<file path="src/rtl/scanout_pkg.sv">
package scanout_pkg;

    localparam int unsigned FANIN = 4;

    typedef enum logic {
        MON_CLEAN = 1'b0,
        MON_FAULT = 1'b1
    } mon_state_e;

    function automatic int unsigned node_total(input int unsigned levels);
        int unsigned acc;
        int unsigned width;
        acc   = 0;
        width = 1;
        for (int unsigned l = 0; l < levels; l++) begin
            acc   = acc + width;
            width = width * FANIN;
        end
        return acc;
    endfunction

endpackage

</file>
<file path="src/rtl/so_node.sv">
module so_node #(
    parameter bit PIPE = 1'b1
) (
    input  logic       clk,
    input  logic       rst_n,
    input  logic [3:0] in_data,
    input  logic [3:0] in_sel,
    input  logic [3:0] in_err,
    output logic       up_data,
    output logic       up_sel,
    output logic       up_err
);
    logic hit_c;
    logic any_c;
    logic err_c;

    always_comb begin
        hit_c = |(in_data & in_sel);
        any_c = |in_sel;
        err_c = ((in_sel & (in_sel - 4'd1)) != 4'd0) | (|in_err);
    end

    generate
        if (PIPE) begin : g_reg
            logic hit_q, any_q, err_q;
            always_ff @(posedge clk or negedge rst_n) begin
                if (!rst_n) begin
                    hit_q <= 1'b0;
                    any_q <= 1'b0;
                    err_q <= 1'b0;
                end else begin
                    hit_q <= hit_c;
                    any_q <= any_c;
                    err_q <= err_c;
                end
            end
            assign up_data = hit_q;
            assign up_sel  = any_q;
            assign up_err  = err_q;
        end else begin : g_comb
            assign up_data = hit_c;
            assign up_sel  = any_c;
            assign up_err  = err_c;
        end
    endgenerate

endmodule

</file>
<file path="src/rtl/so_tree.sv">
module so_tree #(
    parameter int unsigned LEVELS = 2,
    parameter bit          PIPE   = 1'b1
) (
    input  logic                   clk,
    input  logic                   rst_n,
    input  logic [4**LEVELS-1:0]   leaf_data,
    input  logic [4**LEVELS-1:0]   leaf_sel,
    output logic                   root_data,
    output logic                   root_sel,
    output logic                   root_err
);
    import scanout_pkg::*;

    localparam int unsigned CELLS = 4 ** LEVELS;
    localparam int unsigned NODES = node_total(LEVELS);
    localparam int unsigned SLOTS = NODES + CELLS;

    // Heap layout: slot 0 is the root, slot k has children 4k+1..4k+4,
    // slots at NODES and above are the cells in index order.
    logic [SLOTS-1:0] s_data;
    logic [SLOTS-1:0] s_sel;
    logic [SLOTS-1:0] s_err;

    assign s_data[SLOTS-1:NODES] = leaf_data;
    assign s_sel[SLOTS-1:NODES]  = leaf_sel;
    assign s_err[SLOTS-1:NODES]  = '0;

    generate
        for (genvar k = 0; k < NODES; k++) begin : g_node
            so_node #(.PIPE(PIPE)) u_node (
                .clk     (clk),
                .rst_n   (rst_n),
                .in_data (s_data[4*k+1 +: 4]),
                .in_sel  (s_sel[4*k+1 +: 4]),
                .in_err  (s_err[4*k+1 +: 4]),
                .up_data (s_data[k]),
                .up_sel  (s_sel[k]),
                .up_err  (s_err[k])
            );
        end
    endgenerate

    assign root_data = s_data[0];
    assign root_sel  = s_sel[0];
    assign root_err  = s_err[0];

endmodule

</file>
<file path="src/rtl/so_sticky_mon.sv">
module so_sticky_mon (
    input  logic clk,
    input  logic rst_n,
    input  logic fault_in,
    output logic fault_seen
);
    import scanout_pkg::*;

    mon_state_e state_q;
    mon_state_e state_d;

    always_comb begin
        state_d = state_q;
        unique case (state_q)
            MON_CLEAN: if (fault_in) state_d = MON_FAULT;
            MON_FAULT: state_d = MON_FAULT;
            default:   state_d = MON_CLEAN;
        endcase
    end

    always_ff @(posedge clk or negedge rst_n) begin
        if (!rst_n) state_q <= MON_CLEAN;
        else        state_q <= state_d;
    end

    always_comb begin
        unique case (state_q)
            MON_CLEAN: fault_seen = 1'b0;
            MON_FAULT: fault_seen = 1'b1;
            default:   fault_seen = 1'b0;
        endcase
    end

endmodule

</file>
<file path="src/rtl/scanout_funnel.sv">
module scanout_funnel #(
    parameter int unsigned LEVELS   = 2,
    parameter bit          PIPELINE = 1'b1
) (
    input  logic                 clk,
    input  logic                 rst_n,
    input  logic [4**LEVELS-1:0] cell_data,
    input  logic [4**LEVELS-1:0] cell_sel,
    output logic                 out_data,
    output logic                 out_valid,
    output logic                 collide_now,
    output logic                 collide_sticky
);
    so_tree #(.LEVELS(LEVELS), .PIPE(PIPELINE)) u_tree (
        .clk       (clk),
        .rst_n     (rst_n),
        .leaf_data (cell_data),
        .leaf_sel  (cell_sel),
        .root_data (out_data),
        .root_sel  (out_valid),
        .root_err  (collide_now)
    );

    so_sticky_mon u_mon (
        .clk        (clk),
        .rst_n      (rst_n),
        .fault_in   (collide_now),
        .fault_seen (collide_sticky)
    );

endmodule

</file>
<file path="config.mk">
export PLATFORM = sky130hd
export DESIGN_NAME = scanout_funnel
export DESIGN_NICKNAME = d
export VERILOG_FILES = /design/src/rtl/scanout_pkg.sv /design/src/rtl/so_node.sv /design/src/rtl/so_tree.sv /design/src/rtl/so_sticky_mon.sv /design/src/rtl/scanout_funnel.sv
export SDC_FILE = /design/constraint.sdc
export NUM_CORES = 1
export LEC_CHECK = 0
export ABC_AREA = 1
export BUFFER_PORTS_ARGS = -buffer_cell sky130_fd_sc_hd__buf_2
export CORE_ASPECT_RATIO = 1.1
export CORE_MARGIN = 2
export CORE_UTILIZATION = 49
export CTS_BUF_LIST = sky130_fd_sc_hd__clkbuf_4 sky130_fd_sc_hd__clkbuf_8
export CTS_CLUSTER_SIZE = 12
export DETAILED_ROUTE_END_ITERATION = 6
export GPL_TIMING_DRIVEN = 0
export PLACE_DENSITY = 0.95
export SYNTH_ARGS = -nofsm -noshare
export SYNTH_HDL_FRONTEND = slang
export SYNTH_SLANG_ARGS = --single-unit
</file>
<file path="constraint.sdc">
create_clock -name clk -period 1.3 [get_ports clk]
set_input_delay 0.065 -clock clk [delete_from_list [all_inputs] [get_ports clk]]
set_output_delay 0.065 -clock clk [all_outputs]
set_load 0.03 [all_outputs]
</file>
# After elaboration in Yosys (flattened, before gate mapping)
# Cells that the tools add are included.
dict set report totals {
  register_bits 16
  in_bits 34
  out_inout_bits 4
  wordCells 52
}
dict set report op_classes {
  addsub 5
  muxes 3
  n_bitwise 12
  n_reduce_logical 16
}
# operator n
set ops {}
lappend ops {{OR reduction 4 bit} 11}
lappend ops {{AND 4 bit} 10}
lappend ops {{nonzero test 4 bit} 5}
lappend ops {{subtractor 4 x 1 -> 4 bit, second input constant} 5}
lappend ops {{one-hot mux 1 bit (2 select lines)} 2}
lappend ops {{two-way mux 1 bit} 1}
lappend ops {{inverter 1 bit} 1}
lappend ops {{bitwise OR 1 bit} 1}

# Longest topological paths before layout
# Gate-level depths: netlist (run 1).
dict set report logic_depth {
  word_depth 4
  ltp_mapped 4
  ltp_nobuf 4
}

# By module
# A second synthesis (run 1) with hierarchy kept.
dict set report hier_totals {
  cells_unflattened 115
  hier_area_um2 797.0
}
# mod instances cells_each area_per_inst_um2 seq_area_each_um2
set by_module_without_submodules {}
lappend by_module_without_submodules {so_node 5 22 151.4 75.1}
lappend by_module_without_submodules {so_sticky_mon 1 4 36.3 25.0}
lappend by_module_without_submodules {so_tree 1 1 3.8 0.0}

# Least setup slack after synthesis (run 1)
# No wires, ideal clock.
dict set report synth_timing {
  path_kind {register to register}
  startpoint {register u_mon.state_q}
  endpoint {register u_mon.state_q}
  arrival_time_ps 783
  slack_ps 389
  stages_incl_launch_ff 2
  path_cell_list {dfrtp_1 or2_2}
}
dict set report synth_via {
  elab_chain_len 2
}
# element line
set synth_rtl {}
lappend synth_rtl {{from (decl)} so_sticky_mon.sv:9} ;# mon_state_e state_q;
lappend synth_rtl {{from (signal assigned)} so_sticky_mon.sv:23} ;# else state_q <= state_d;
lappend synth_rtl {{inverter 1 bit} n/a}
lappend synth_rtl {{one-hot mux 1 bit (2 select lines) *} so_sticky_mon.sv:14} ;# unique case (state_q)
lappend synth_rtl {{net u_mon.state_d} so_sticky_mon.sv:10} ;# mon_state_e state_d;
# The timed path passes the listed nets; every way through them passes the cells marked *.

# Worst setup path in the final report (run 1)
dict set report layout_timing {
  startpoint {input cell_data[10]}
  endpoint {register u_tree.g_node[3].u_node.g_reg.hit_q}
}
dict set report layout_via {
  elab_chain_len 2
}
# element line
set layout_rtl {}
lappend layout_rtl {{from (decl)} scanout_funnel.sv:7} ;# input logic [4**LEVELS-1:0] cell_data,
lappend layout_rtl {{AND 4 bit} so_node.sv:18} ;# hit_c = |(in_data & in_sel);
lappend layout_rtl {{OR reduction 4 bit} so_node.sv:18}
lappend layout_rtl {{net u_tree.g_node[3].u_node.hit_c} so_node.sv:13} ;# logic hit_c;
lappend layout_rtl {{to (signal assigned)} so_node.sv:32} ;# hit_q <= hit_c;
lappend layout_rtl {{to (decl)} so_node.sv:25} ;# logic hit_q, any_q, err_q;
# The timed path passes the listed nets, and every way through them passes these cells.

==> metrics, run 1 <==
Maximum Capacitance Violations=0; first-pass GRT wire length=3049 µm; detailed-route wire length per cell=11.14 µm; cell internal pwr=0.0007711 W; switching power=0.0002475 W; average size of a mapped cell=7.690 µm²; via density per instance=5.050; clock buffers created by TritonCTS=3; met1 Resource Use GR=25.89%; most frequent cell on the critical path=sky130_fd_sc_hd__dlygate4sd3_1; shortest period the worst path allows=1255 ps; Core Box Area=1384 µm²; critical path data arrival time=1430 ps; Leakage Power=0.5683 nW; result of the run=finished, final reports clean; setup_tns=0 ps; overall power after layout=0.001019 W; clock root buffer=sky130_fd_sc_hd__clkbuf_4; share of the core filled with cells=75.86%; number of iterations in the first detailed-routing pass=4; synthesis-to-finish area growth=42.20%; worst setup skew after layout=0.6580 ps; setup slack, reg-to-reg=480 ps; leftover overflow at the end of global routing=0; total clock sinks=16; maximum number of pins on one net before global-route repair=17; final setup violation count=0; Port-buffer cells=37; via count of the first global-routing pass=815; normalized max-slew margin=77.02%; most frequent standard cell in the layout excluding fill and tap cells=sky130_fd_sc_hd__nand2_1; sequential share of power=52.2%; Die H=44.71 µm; slowest cell on the critical path=sky130_fd_sc_hd__dlygate4sd3_1; clock network fraction of total power=32.0%; reg-to-reg endpoint=u_tree.g_node[0].u_node.up_err$_DFF_PN0_; GR Layer Usage met3=5.911%; Comb power frac=15.8%; layout cells sized above 1=31.94%; CTS tree=built; worst skew pair latency=290 ps; initial detailed-routing violation count=26; ports placed on the boundary=38; startpoint type of the worst setup path=input pin; source of the worst hold timing path=cell_data[0]; most frequent cells in the layout=42 x sky130_fd_sc_hd__nand2_1, 37 x sky130_fd_sc_hd__buf_2, 16 x sky130_fd_sc_hd__dfrtp_1; total global routing track utilization=24.46%; clock buffer depth=2; post-synthesis cell area=738.2 µm²; number of max-slew violations in the final report=0; CP Max Fanout=1; critical path required time=1470 ps; residual antenna-violating net count after detailed routing=0; FF+latch count, synth=16; Die Outline Area=1833 µm²; die extent in x=41.01 µm; number of instances on the worst hold path=3; DRC=0; last weighted congestion value of the routability-driven placer=0.6604; global routing met2 resource utilization=45.00%; worst min-delay path category=input pin to flop; post-CTS repair timing setup buffer count=0; final worst-path cycle share=96.52%; initial antenna violation count=0; Worst Setup Path Type=input pin to flop; highest cell delay on the worst timing path=580 ps; Storage cell area=400.4 µm²; fill cell count=88; number of warnings reported in the yosys synthesis log=0; library cell occupying the most area in the post-synthesis netlist=sky130_fd_sc_hd__dfrtp_1; cell breakdown of the critical path=dlygate4sd3_1 > buf_2 > nand2_1 > nand4_1 > dlygate4sd3_1; Buf+Inv Stages, Crit Path=3; endpoint kind of the worst setup timing path=flop; Vias=808; ratio of total power to cell area=970.3 nW/µm²; max frequency=0.7970 GHz; worst-margin pin slew=344.8 ps; worst r2r path cells=4; area share of the leading cell type in the synthesized netlist=54.24%; switching fraction of total power=24.30%; H-tree depth reported by CTS=1; final net count=179; half-perimeter wire length after detailed placement=1294 µm; n_diodes=0; Synth area leaders=sky130_fd_sc_hd__dfrtp_1 54%, sky130_fd_sc_hd__nand2_1 21%, sky130_fd_sc_hd__inv_1 7.1%; number of distinct standard cells referenced by the synthesized netlist=9; setup repair after global routing missed its margin=false; sequential cell area fraction in the yosys report=54.24%; instance count of the mapped netlist=96; multi-input gate area in the final layout=285.3 µm²; number of cell rows=14; category of cells accounting for the largest share of critical-path delay=buffers and inverters; initial core utilization=53.35%; net count after synthesis=130; peak supply drop=0.6357 mV; routed wire length=1783 µm; layer with the highest usage after global routing=met2; FF-to-FF Start=u_tree.g_node[4].u_node.up_sel$_DFF_PN0_; count of endpoints failing hold in the final timing report=0; Endpoint, Worst Hold=u_tree.g_node[1].u_node.up_data$_DFF_PN0_; clock-pin slew on the worst setup and hold paths=90 ps
## power groups by stage
stage          clock, W  combinational, W  sequential (W)
3_5_place_dp          0          0.000140        0.000542
3_3_place_gp          0          0.000131        0.000540
2_1_floorplan         0         0.0000568        0.000539
6_report       0.000326          0.000160        0.000532
4_1_cts        0.000334          0.000158        0.000532
5_1_grt        0.000360          0.000182        0.000534
## worst min-delay path: stages
cell,delay (ps)
sky130_fd_sc_hd__buf_2,80
sky130_fd_sc_hd__nand2_1,40
sky130_fd_sc_hd__nand4_1,80
## area by class of cell
class,count,share of cell area [%]
clock buffer,4,3.456
inverter,14,5.006
sequential,16,38.14
timing repair buffer,44,24.31
tap,16,1.907
multi-input combinational,66,27.18
## metal layers
metal	share of wire (%)	wire length, µm	vias to the layer above
li1	-	-	393
met1	36	644	375
met2	56	993	38
met3	7.5	133	2
met4	0.67	12	0
met5	0	0	-
## kinds of logic after synthesis
group | after synthesis | share of synthesized area (%)
and+or+nand+nor | 65 | 37.96
buffers and inverters | 14 | 7.119
AOI/OAI and AO/OA | 1 | 0.6773
DFF | 16 | 54.24
## synthesized netlist by cell type
cell type	number
sky130_fd_sc_hd__dfrtp_1	16
sky130_fd_sc_hd__nor2_1	4
sky130_fd_sc_hd__nor2_2	4
sky130_fd_sc_hd__inv_1	14
sky130_fd_sc_hd__nand4_1	5
sky130_fd_sc_hd__nand3_1	9
sky130_fd_sc_hd__or2_2	1
sky130_fd_sc_hd__o21ai_1	1
sky130_fd_sc_hd__nand2_1	42
## flip-flops by register name, indices dropped and copies added (netlist names)
| name | cells |
|---|---|
| u_tree.g_node.u_node.up_data | 5 |
| u_tree.g_node.u_node.up_sel | 5 |
| u_mon.state_q | 1 |
| u_tree.g_node.u_node.up_err | 5 |
## timing repair
| action | 4_1_cts | 5_1_grt |
|---|---|---|
| resized for setup | 0 | 0 |
| endpoints found under the hold margin | 21 | 0 |
| hold buffers | 7 | 0 |
## worst max path at each step
stage	end	cells past startpoint	from	slack [ps]
after detailed placement	u_tree.g_node[0].u_node.up_err$_DFF_PN0_	4	u_tree.g_node[4].u_node.up_sel$_DFF_PN0_	500
after CTS	u_tree.g_node[3].u_node.up_data$_DFF_PN0_	5	cell_data[10]	100
final	u_tree.g_node[3].u_node.up_data$_DFF_PN0_	5	cell_data[10]	50
after global routing	u_tree.g_node[3].u_node.up_data$_DFF_PN0_	5	cell_data[10]	30
after floorplan	u_mon.state_q$_DFF_PN0_	1	u_mon.state_q$_DFF_PN0_	390
after global placement	u_tree.g_node[0].u_node.up_err$_DFF_PN0_	4	u_tree.g_node[4].u_node.up_sel$_DFF_PN0_	530
## metrics by stage
stage	worst slack (ps)	hold slack, ps	std cells	area, µm²
after floorplan	389.3	-230.6	96	738.2
after global placement	530.9	-25.61	149	943.4
after CTS	100.6	1.136	160	1050
after global routing	26.56	6.030	160	1050
after detailed placement	500.1	-11.19	149	943.4
final	45.24	4.843	160	1050
No activity file was read; power rests on OpenSTA's default activity.
==> inputs of run 2 (changes only) <==
- CORE_UTILIZATION: 49 -> 33
- PLACE_DENSITY: 0.95 -> 0.7
==> run 2 against run 1 <==
Net effect: via count fell by 9.7%; final area is 2.7% lower; highest routed layer unchanged; largest cell class unchanged; final cell count grew 5.0%; largest power group unchanged; critical endpoint is now u_tree.g_node[2].u_node.up_data$_DFF_PN0_.
==> metrics, run 2 (synthesis gave the netlist of run 1 again) <==
result of the run=finished, final reports clean; cell internal pwr=0.0007013 W; worst skew pair latency=270 ps; number of iterations in the first detailed-routing pass=3; count of endpoints failing hold in the final timing report=0; critical path data arrival time=1380 ps; most frequent cells in the layout=42 x sky130_fd_sc_hd__nand2_1, 37 x sky130_fd_sc_hd__buf_2, 16 x sky130_fd_sc_hd__dfrtp_1; CP Max Fanout=1; clock network fraction of total power=25.7%; first-pass GRT wire length=2566 µm; clock root buffer=sky130_fd_sc_hd__clkbuf_4; global routing met2 resource utilization=22.75%; residual antenna-violating net count after detailed routing=0; GR Layer Usage met3=2.500%; ratio of total power to cell area=892.8 nW/µm²; final setup violation count=0; maximum number of pins on one net before global-route repair=17; Die H=53.61 µm; met1 Resource Use GR=14.16%; endpoint kind of the worst setup timing path=flop; worst-margin pin slew=331.1 ps; switching power=0.0002102 W; # placed instances=161; setup repair after global routing missed its margin=false; number of max-slew violations in the final report=0; layer with the highest usage after global routing=met2; layout cells sized above 1=32.14%; Leakage Power=0.5486 nW; worst hold slack after final layout=11.00 ps; Comb power frac=16.1%; area of all placed cells without fillers=1021 µm²; Worst Setup Path Type=input pin to flop; Die Outline Area=2632 µm²; total placed instance area=958.4 µm²; via count of the first global-routing pass=700; sequential share of power=58.2%; die extent in x=49.10 µm; leftover overflow at the end of global routing=0; post-layout instance count excluding filler cells=168; clock buffers created by TritonCTS=3; CTS tree=built; via density per instance=4.345; normalized max-slew margin=77.93%; final worst-path cycle share=93.98%; H-tree depth reported by CTS=1; final net count=176; half-perimeter wire length after detailed placement=1200 µm; peak supply drop=0.4074 mV; ports placed on the boundary=38; max frequency=0.8185 GHz; switching fraction of total power=23.06%; worst min-delay path category=input pin to flop; worst setup skew after layout=4.713 ps; critical path required time=1460 ps; Port-buffer cells=37; number of cell rows=17; synthesis-to-finish area growth=38.31%; post-CTS repair timing setup buffer count=0; DRC=0; setup slack, reg-to-reg=520 ps; Vias=730; Core Box Area=2063 µm²; most frequent standard cell in the layout excluding fill and tap cells=sky130_fd_sc_hd__nand2_1; initial detailed-routing violation count=2; clock buffer depth=2; shortest period the worst path allows=1222 ps; n_diodes=0; fill cell count=203; startpoint type of the worst setup path=input pin; detailed-route wire length per cell=8.238 µm; initial antenna violation count=0; last weighted congestion value of the routability-driven placer=0.7334; number of resized instances in the post-cts repair step=0; routed wire length=1384 µm; clock-pin slew on the worst setup and hold paths=80 ps; total global routing track utilization=12.72%; total clock sinks=16; Maximum Capacitance Violations=0; initial core utilization=35.78%; setup_tns=0 ps
run 2: final timing paths:
check | from | end | cells past startpoint
worst max-delay path | cell_data[7] | u_tree.g_node[2].u_node.up_data$_DFF_PN0_ | 5
worst min-delay path | cell_data[15] | u_tree.g_node[4].u_node.up_data$_DFF_PN0_ | 3
worst max register to register | u_tree.g_node[4].u_node.up_sel$_DFF_PN0_ | u_tree.g_node[0].u_node.up_err$_DFF_PN0_ | 4
worst min register to register | u_mon.state_q$_DFF_PN0_ | u_mon.state_q$_DFF_PN0_ | 1
max in group asynchronous | rst_n | u_tree.g_node[2].u_node.up_err$_DFF_PN0_ | 2
min in group asynchronous | rst_n | u_tree.g_node[0].u_node.up_data$_DFF_PN0_ | 2
run 2: power groups by stage:
stage | clock network, W | registers [W] | logic [W]
2_1_floorplan | 0 | 0.000539 | 0.0000568
3_3_place_gp | 0 | 0.000540 | 0.000132
3_5_place_dp | 0 | 0.000541 | 0.000139
4_1_cts | 0.000248 | 0.000531 | 0.000150
5_1_grt | 0.000268 | 0.000534 | 0.000170
6_report | 0.000234 | 0.000530 | 0.000147
run 2: per-stage QoR:
step | util (%) | setup WS, ps | power (W)
floorplan | - | 389.3 | 0.0005960
CTS | 49.48 | 105.5 | 0.0009279
finish | 49.48 | 78.25 | 0.0009115
detailed placement | 46.45 | 535.2 | 0.0006793
global placement | 46.45 | 530.7 | 0.0006724
global route | 49.48 | 46.37 | 0.0009717
run 2: layout make-up:
type	instances	area [µm²]	share of cell area (%)
Sequential cell	16	400.4	39.22
Inverter	14	52.55	5.147
Timing Repair Buffer	41	225.2	22.06
Tap cell	28	35.03	3.431
Clock buffer	3	22.52	2.206
Multi-Input combinational cell	66	285.3	27.94
run 2: critical path, stage by stage:
cell and delay (ps):
sky130_fd_sc_hd__dlygate4sd3_1 530, sky130_fd_sc_hd__buf_2 120, sky130_fd_sc_hd__nand2_1 50, sky130_fd_sc_hd__nand4_1 60, sky130_fd_sc_hd__dlygate4sd3_1 560
run 2: what timing repair did:
action	in CTS	in global routing
setup endpoints to repair	0	0
hold endpoints to repair	18	0
hold buffers	4	0
run 2: routing by layer:
| metal | wire length, µm | part of all wire, % |
|---|---|---|
| met5 | 0 | 0 |
| met4 | 10 | 0.72 |
| met3 | 88 | 6.4 |
| met2 | 746 | 54 |
| met1 | 537 | 39 |
